File: config.mk
export PLATFORM = sky130hd
export DESIGN_NAME = can_fault_confine
export DESIGN_NICKNAME = d
export VERILOG_FILES = /design/src/rtl/fc_pkg.sv /design/src/rtl/fc_err_counter.sv /design/src/rtl/fc_req_latch.sv /design/src/rtl/fc_fsm.sv /design/src/rtl/can_fault_confine.sv
export SDC_FILE = /design/constraint.sdc
export NUM_CORES = 1
export LEC_CHECK = 0
export BUFFER_PORTS_ARGS = -buffer_cell sky130_fd_sc_hd__buf_2
export CELL_PAD_IN_SITES_DETAIL_PLACEMENT = 1
export CELL_PAD_IN_SITES_GLOBAL_PLACEMENT = 1
export CORE_MARGIN = 2
export CORE_UTILIZATION = 40
export DETAILED_ROUTE_END_ITERATION = 10
export PLACE_DENSITY = 0.86
export SLEW_MARGIN = 15
export SYNTH_ARGS = -nofsm -noshare
export SYNTH_HDL_FRONTEND = slang
export SYNTH_SLANG_ARGS = --single-unit
File: constraint.sdc
create_clock -name clk -period 6.4 [get_ports clk]
set_clock_uncertainty 0.2 [all_clocks]
set_input_delay 1.28 -clock clk [delete_from_list [all_inputs] [get_ports clk]]
set_output_delay 1.28 -clock clk [all_outputs]
set_load 0.03 [all_outputs]
File: src/rtl/fc_pkg.sv
package fc_pkg;

    typedef enum logic [2:0] {
        FC_CONFIG,
        FC_ACTIVE,
        FC_PASSIVE,
        FC_BUSOFF,
        FC_RECOVER
    } fc_state_e;

    localparam logic [1:0] CODE_CONFIG  = 2'b00;
    localparam logic [1:0] CODE_ACTIVE  = 2'b01;
    localparam logic [1:0] CODE_PASSIVE = 2'b11;
    localparam logic [1:0] CODE_BUSOFF  = 2'b10;

    // BUSOFF and RECOVER share the bus-off code
    function automatic logic [1:0] fc_code(input fc_state_e s);
        logic [1:0] c;
        unique case (s)
            FC_CONFIG:  c = CODE_CONFIG;
            FC_ACTIVE:  c = CODE_ACTIVE;
            FC_PASSIVE: c = CODE_PASSIVE;
            FC_BUSOFF:  c = CODE_BUSOFF;
            FC_RECOVER: c = CODE_BUSOFF;
            default:    c = CODE_CONFIG;
        endcase
        return c;
    endfunction

endpackage

File: src/rtl/fc_err_counter.sv
module fc_err_counter #(
    parameter int W   = 8,
    parameter int INC = 1,
    parameter int LIM = 127
) (
    input  logic         clk,
    input  logic         rst_n,
    input  logic         clr,
    input  logic         bump,
    input  logic         relax,
    input  logic         step,
    output logic [W-1:0] cnt,
    output logic         over_next
);
    localparam logic [W:0]   MAXV = {1'b0, {W{1'b1}}};
    localparam logic [W:0]   INCV = (W+1)'(INC);
    localparam logic [W-1:0] LIMV = W'(LIM);

    logic [W:0]   sum;
    logic [W-1:0] nxt;

    // Saturating add on error, floored decrement on success, +1 on step
    always_comb begin
        sum = {1'b0, cnt} + INCV;
        nxt = cnt;
        if (bump) begin
            nxt = (sum > MAXV) ? MAXV[W-1:0] : sum[W-1:0];
        end else if (relax) begin
            nxt = (cnt != '0) ? cnt - 1'b1 : cnt;
        end else if (step) begin
            nxt = (cnt == MAXV[W-1:0]) ? cnt : cnt + 1'b1;
        end
    end

    assign over_next = (nxt > LIMV);

    always_ff @(posedge clk) begin
        if (!rst_n)   cnt <= '0;
        else if (clr) cnt <= '0;
        else          cnt <= nxt;
    end
endmodule

File: src/rtl/fc_req_latch.sv
module fc_req_latch (
    input  logic clk,
    input  logic rst_n,
    input  logic clr,
    input  logic req,
    input  logic accept,
    output logic pend
);
    // Clear wins over a simultaneous accepted request
    always_ff @(posedge clk) begin
        if (!rst_n)             pend <= 1'b0;
        else if (clr)           pend <= 1'b0;
        else if (req && accept) pend <= 1'b1;
    end
endmodule

File: src/rtl/fc_fsm.sv
module fc_fsm
    import fc_pkg::*;
#(
    parameter int W      = 8,
    parameter int TX_INC = 8
) (
    input  logic         clk,
    input  logic         rst_n,
    input  logic         enable,
    input  logic         soft_rst,
    input  logic         snoop,
    input  logic         auto_rec,
    input  logic         man_pend,
    input  logic         tx_err,
    input  logic [W-1:0] tec,
    input  logic         pass_next,
    input  logic         rec_last,
    input  logic         idle11,
    output fc_state_e    state,
    output logic         cnt_run,
    output logic         cnt_clr,
    output logic         rec_step,
    output logic         finish,
    output logic         busoff_p,
    output logic         done_p
);
    localparam logic [W:0] MAXV = {1'b0, {W{1'b1}}};
    localparam logic [W:0] INCV = (W+1)'(TX_INC);

    fc_state_e nstate;
    logic      hold;
    logic      counting;
    logic      tx_wrap;

    assign hold     = !enable || soft_rst;
    assign counting = (state == FC_ACTIVE) || (state == FC_PASSIVE);
    assign cnt_run  = counting && !snoop;
    assign tx_wrap  = cnt_run && tx_err && (({1'b0, tec} + INCV) > MAXV);
    assign finish   = (state == FC_RECOVER) && idle11 && rec_last;
    assign rec_step = (state == FC_RECOVER) && idle11 && !rec_last;
    assign cnt_clr  = hold || tx_wrap || finish || (counting && snoop);

    // Next-state logic
    always_comb begin
        nstate = state;
        if (hold) begin
            nstate = FC_CONFIG;
        end else begin
            unique case (state)
                FC_CONFIG:  nstate = FC_ACTIVE;
                FC_ACTIVE,
                FC_PASSIVE: begin
                    if (snoop)          nstate = FC_ACTIVE;
                    else if (tx_wrap)   nstate = FC_BUSOFF;
                    else if (pass_next) nstate = FC_PASSIVE;
                    else                nstate = FC_ACTIVE;
                end
                FC_BUSOFF:  nstate = (auto_rec || man_pend) ? FC_RECOVER : FC_BUSOFF;
                FC_RECOVER: nstate = finish ? FC_ACTIVE : FC_RECOVER;
                default:    nstate = FC_CONFIG;
            endcase
        end
    end

    // State register
    always_ff @(posedge clk) begin
        if (!rst_n) state <= FC_CONFIG;
        else        state <= nstate;
    end

    // Registered event outputs
    always_ff @(posedge clk) begin
        if (!rst_n) begin
            busoff_p <= 1'b0;
            done_p   <= 1'b0;
        end else begin
            busoff_p <= !hold && tx_wrap;
            done_p   <= !hold && finish;
        end
    end
endmodule

File: src/rtl/can_fault_confine.sv
module can_fault_confine
    import fc_pkg::*;
#(
    parameter int CNT_W       = 8,
    parameter int TX_INC      = 8,
    parameter int RX_INC      = 1,
    parameter int PASSIVE_LIM = 127,
    parameter int WARN_LIM    = 96,
    parameter int RECOV_RUNS  = 128
) (
    input  logic             clk,
    input  logic             rst_n,
    input  logic             enable,
    input  logic             soft_rst,
    input  logic             snoop,
    input  logic             auto_rec,
    input  logic             man_rec_req,
    input  logic             tx_err,
    input  logic             rx_err,
    input  logic             tx_ok,
    input  logic             rx_ok,
    input  logic             idle11,
    output logic [CNT_W-1:0] tec,
    output logic [CNT_W-1:0] rec,
    output logic [1:0]       state_code,
    output logic             warn,
    output logic             recovering,
    output logic             busoff_evt,
    output logic             recov_done_evt,
    output logic             man_rec_pend
);
    localparam logic [CNT_W-1:0] RUN_LAST = CNT_W'(RECOV_RUNS - 1);
    localparam logic [CNT_W-1:0] WARN_V   = CNT_W'(WARN_LIM);

    fc_state_e        state;
    logic             cnt_run, cnt_clr, rec_step, finish;
    logic             tx_over, rx_over;
    logic [CNT_W-1:0] tec_q, rec_q;
    logic             hold;

    assign hold = !enable || soft_rst;

    fc_err_counter #(.W(CNT_W), .INC(TX_INC), .LIM(PASSIVE_LIM)) u_tx_cnt (
        .clk       (clk),
        .rst_n     (rst_n),
        .clr       (cnt_clr),
        .bump      (cnt_run && tx_err),
        .relax     (cnt_run && tx_ok),
        .step      (1'b0),
        .cnt       (tec_q),
        .over_next (tx_over)
    );

    fc_err_counter #(.W(CNT_W), .INC(RX_INC), .LIM(PASSIVE_LIM)) u_rx_cnt (
        .clk       (clk),
        .rst_n     (rst_n),
        .clr       (cnt_clr),
        .bump      (cnt_run && rx_err),
        .relax     (cnt_run && rx_ok),
        .step      (rec_step),
        .cnt       (rec_q),
        .over_next (rx_over)
    );

    fc_fsm #(.W(CNT_W), .TX_INC(TX_INC)) u_fsm (
        .clk       (clk),
        .rst_n     (rst_n),
        .enable    (enable),
        .soft_rst  (soft_rst),
        .snoop     (snoop),
        .auto_rec  (auto_rec),
        .man_pend  (man_rec_pend),
        .tx_err    (tx_err),
        .tec       (tec_q),
        .pass_next (tx_over || rx_over),
        .rec_last  (rec_q == RUN_LAST),
        .idle11    (idle11),
        .state     (state),
        .cnt_run   (cnt_run),
        .cnt_clr   (cnt_clr),
        .rec_step  (rec_step),
        .finish    (finish),
        .busoff_p  (busoff_evt),
        .done_p    (recov_done_evt)
    );

    fc_req_latch u_req (
        .clk    (clk),
        .rst_n  (rst_n),
        .clr    (hold || finish),
        .req    (man_rec_req),
        .accept (state == FC_BUSOFF),
        .pend   (man_rec_pend)
    );

    assign tec        = snoop ? '0 : tec_q;
    assign rec        = snoop ? '0 : rec_q;
    assign state_code = fc_code(state);
    assign recovering = (state == FC_RECOVER);
    assign warn       = (tec >= WARN_V) || (rec >= WARN_V);
endmodule

# Yosys cells after proc, flatten, opt, wreduce, memory -nomap -nowiden
# Index checks and enable logic that the tools add are counted.
word_totals:
  register_bits: 22
  output_inout_bits: 23
  word_cells: 77
op_classes:
  n_lt_le_gt_ge: 6
  reduce_logical: 34
  mux: 19
  n_eq_ne: 6
  bitwise_logic: 1
  n_addsub: 5
ops:
  columns: ["cell", "count"]
  rows:
  - ["$mux 8", 12]
  - ["$gt 9x8->1 const B", 2]
  - ["$ge 8x7->1 const B", 2]
  - ["$gt 8x7->1 const B", 2]
  - ["$reduce_bool 8->1", 2]
  - ["$sub 8x1->8 const B", 2]
  - ["$logic_and 1x1->1", 13]
  - ["$mux 3", 4]
  - ["$pmux 3 s4", 1]
  - ["$reduce_or 2->1", 5]
  - ["$add 8x1->9 const B", 1]
  - ["$add 8x4->9 const B", 1]
  - ["$logic_or 1x1->1", 9]
  - ["$add 8x1->8 const B", 1]
  - ["$eq 8x7->1 const B", 1]
  - ["$eq 8x8->1 const B", 1]
  - ["$eq 3x2->1 const B", 2]
  - ["$pmux 2 s3", 1]
  - ["$logic_not 1->1", 4]
  - ["$eq 3x1->1 const B", 1]
  - ["$eq 3x3->1 const B", 1]
  - ["$logic_not 3->1", 1]
  - ["$mux 2", 1]
  - ["$not 1->1", 1]

# Depth between registers and ports, before layout
depth:
  depth_word: 12
  depth_mapped: 9

# Cells and area by module
# From an unflattened synthesis, not the netlist that was laid out.
hier_totals:
  hier_cells: 337
  hier_area_um2: 2571.2
by_module_without_submodules:
  columns: ["mod", "area_per_inst_um2", "n_inst", "seq_area_each_um2", "cells_per_inst"]
  rows:
  - ["fc_err_counter (u_tx_cnt)", 1003.5, 1, 160.2, 129]
  - ["fc_err_counter (u_rx_cnt)", 903.4, 1, 160.2, 122]
  - ["fc_fsm", 399.1, 1, 100.1, 48]
  - ["can_fault_confine", 227.7, 1, 0.0, 35]
  - ["fc_req_latch", 37.5, 1, 20.0, 3]

# Least setup slack after synthesis
# No wires, ideal clock.
synth_path:
  path_kind: "input to output"
  from: "input port snoop"
  to: "output port warn"
  path_stages: 3
  arrival_time_ns: 2.172
  slack_ns: 2.748
  path_buffers: 2
  cell_sequence: "clkbuf_1 clkbuf_1 a21oi_1"
synth_between:
  elab_chain_cells: 3
  word_cells_on_any_way: 5
  cone_classes: "2 x order compare; 2 x mux; 1 x reduce/logical"
synth_rtl:
  columns: ["element", "line_no", "source"]
  rows:
  - ["start, declared", "can_fault_confine.sv:15", "input logic snoop,"]
  - ["$mux 8, on equally long branches", "can_fault_confine.sv:96, can_fault_confine.sv:97", null]
  - ["$ge 8x7->1", "can_fault_confine.sv:100", "assign warn = (tec >= WARN_V) || (rec >= WARN_V);"]
  - ["$logic_or 1x1->1 *", "can_fault_confine.sv:100", null]
  - ["end, declared", "can_fault_confine.sv:26", "output logic warn,"]
# Mark *: on every way between the ends. The rest lies on a longest branch, timed or not.

# Worst setup path after layout
layout_path:
  from: "input port snoop"
  to: "output port rec[0]"
layout_between:
  elab_chain_cells: 1
layout_rtl:
  columns: ["element", "line_no", "source"]
  rows:
  - ["$mux 8", "can_fault_confine.sv:97", "assign rec = snoop ? '0 : rec_q;"]
  - ["end, declared", "can_fault_confine.sv:24", "output logic [CNT_W-1:0] rec,"]
# Every way passes these cells.

==> metrics.md <==
| Metric | Value |
|---|---|
| Initial drt markers | 130 |
| Most used cell, CP | buf_2 |
| Post-Synthesis Cells | 263 |
| WP data required | 4920 ps |
| Initial antenna violation count | 0 |
| H-tree depth | 1 |
| Worst setup SP type | primary input |
| Max-cap viol count | 0 |
| # IOs | 35 |
| Synth Flop Type | dfxtp_1 |
| Worst-path clk slew | 80 ps |
| DRC violations left | 0 |
| CP max stage delay | 350 ps |
| Slew Limit Fails | 0 |
| Remaining antenna violation count | 0 |
| Vias in the first global route | 2045 |
| Routed WL | 6000 um |
| Syn nets | 285 |
| Num CTS Buffers | 3 |
| Hold Path Class | register to register |
| Clock Latency Late Sink | 260 ps |
| Crit path DAT | 1930 ps |
| Async SR Flop Fraction | 0 |
| Most frequent cells in the layout | 35 x nor2_1, 34 x buf_2, 22 x dfxtp_1 |
| Post-Syn Area | 0.00192 mm2 |
| Unrepaired setup endpoints after global routing | no |
| Sequential share of the synthesized area | 0.229 |
| Final min period | 3410 ps |
| Crit-path slowest cell | buf_2 |
| Largest cells by area after synthesis | dfxtp_1 23%, nor2_1 6.8%, ha_1 6.5%, nand3_1 4.4%, a21oi_1 4.2% |
| Nets | 309 |
| Sequence of cells on the critical path | buf_2 -> nor2_1 -> buf_2 |
| Total core area | 0.00466 mm2 |
| Post-cts sizing count | 0 |
| Worst rel slew slack | 0.433 |
| PD cells | 125 mW/mm2 |
| Die Height | 73.3 um |
| Width of the die | 73.3 um |
| P_leak | 0.891 nW |
| Routed vias | 2080 |
| Max frequency | 0.293 GHz |
| Total GRT Usage | 0.236 |
| Final setup vio count | 0 |
| Clk sinks | 22 |
| Initial core utilization | 0.412 |
| Synth top area share | 0.229 |
| Critical path peak fanout | 21 |
| Pin count of the biggest net entering global routing | 22 |
| Tcrit/Tclk final | 0.533 |
| Layout cell share with drive strength beyond 1 | 0.171 |
| Number of cell rows | 25 |
| Worst setup EP type | primary output |
| Tot Pwr | 0.267 mW |
| Placer Congestion | 0.861 |
| Syn_area_per_cell | 7.30 um2 |
| CTS root buf | clkbuf_8 |
| Worst Setup Path Type | primary input to primary output |
| CTS tree | done |
| Flops & latches, synth | 22 |
| Layout area overhead | 11.5% |
| Drt pass-1 iters | 6 |
| Post-CTS Setup Repair Bufs | 0 |
| Drt via density | 6.12 |
| Ant diodes | 0 |
| Final HPWL from detailed placement | 4370 um |
| Status | completed |
| Hold_buf cts | 0 |
| YS warnings | 0 |
| Number of synthesized flops with an enable pin | 0 |
| Final hold vios | 0 |
| Setup TNS | 0 ps |
| GRT overflow | 0 |
| Port-buffer cells | 34 |
| First-pass GRT wire length | 10100 um |
| Max IR drop VDD | 0.110 mV |
| Slew @ Worst Pin | 851 ps |
| Wire length per cell | 17.6 um |
| Die ar. | 0.00537 mm2 |
| Max Root-Sink Buffers | 2 |
| Cell type with the largest total area after synthesis | dfxtp_1 |
| Commonest non-fill, non-tap cell in the layout | nor2_1 |
| Unique masters post-synth | 56 |
through the flow:
step	instance area, um2	hold WS, ps	instances	utilization	setup slack [ps]
floorplan	1920	330	263	-	2750
global placement	2090	284	336	0.448	2870
detailed placement	2090	291	336	0.448	2760
CTS	2140	311	340	0.460	2990
global route	2140	338	340	0.460	2800
finish	2140	300	340	0.460	2990
report_power, final:
group          internal (mW)  switching (mW)  total [mW]
clock                 0.0549          0.0466       0.101
sequential             0.138         0.00215       0.140
combinational        0.00895          0.0168      0.0257
total                  0.201          0.0655       0.267
worst paths after layout:
check / endpoint / startpoint / slack [ps] / depth (start not counted)
hold reg to reg: u_req.pend / u_req.pend / 300 / 2
setup / recovery: rec[0] / snoop / 2990 / 3
setup reg to reg: u_rx_cnt.cnt[1] / register / 3470 / 8
hold / removal: u_req.pend / u_req.pend / 300 / 2
flip-flops by register name, summed over array words and instances, names as in the netlist, named ones only:
signal	flops
u_rx_cnt.cnt	8
u_fsm.state	3
u_fsm.busoff_p	1
u_fsm.done_p	1
u_tx_cnt.cnt	6
u_req.pend	1
kinds of logic after synthesis:
kind of cell / Yosys count / share of synthesized area
AO/OA/AOI/OAI: 69 / 0.247
XOR/XNOR: 9 / 0.0450
AND/OR/NAND/NOR: 126 / 0.348
multiplexers: 1 / 0.00521
flip-flops: 22 / 0.229
adder cells (fa/ha/maj): 10 / 0.0651
buffers and inverters: 26 / 0.0606
cell type report:
| type | instances | area, um2 |
|---|---|---|
| well taps | 54 | 67.6 |
| fillers | 613 | 2520 |
| inverters | 10 | 37.5 |
| repair buffers | 35 | 178 |
| flip-flops and latches | 22 | 440 |
| multi-input cells | 215 | 1360 |
| clock buffers | 4 | 55.1 |
Yosys cell counts, types with 3 or more instances:
cell type and n:
buf_2 6, nor3b_1 3, inv_1 10, and3_1 8
ha_1 10, a211oi_1 7, nand3_1 17, nor2_1 35
a221oi_1 3, clkbuf_1 8, o21ai_0 9, o21a_1 3
xnor2_1 3, a22oi_1 3, o21ai_1 3, dfxtp_1 22
xor2_1 5, nor3_1 9, nor2b_1 11, a21o_1 3
a21oi_1 16, nand2_1 15, nand4_1 6
routing by layer:
layer  track usage  up-vias  wire length [um]
met5             0        -                 0
met4        0.0444        0                46
met3        0.0316        4               290
met2         0.379       65              2740
met1         0.339      998              2920
li1              -     1013                 -
worst max-delay path: cells and delay by family:
kind / cells / cell delay, ps
buffers and inverters: 2 / 540
AND/OR/NAND/NOR: 1 / 100
Note: power is estimated with default switching activity, not from simulation.
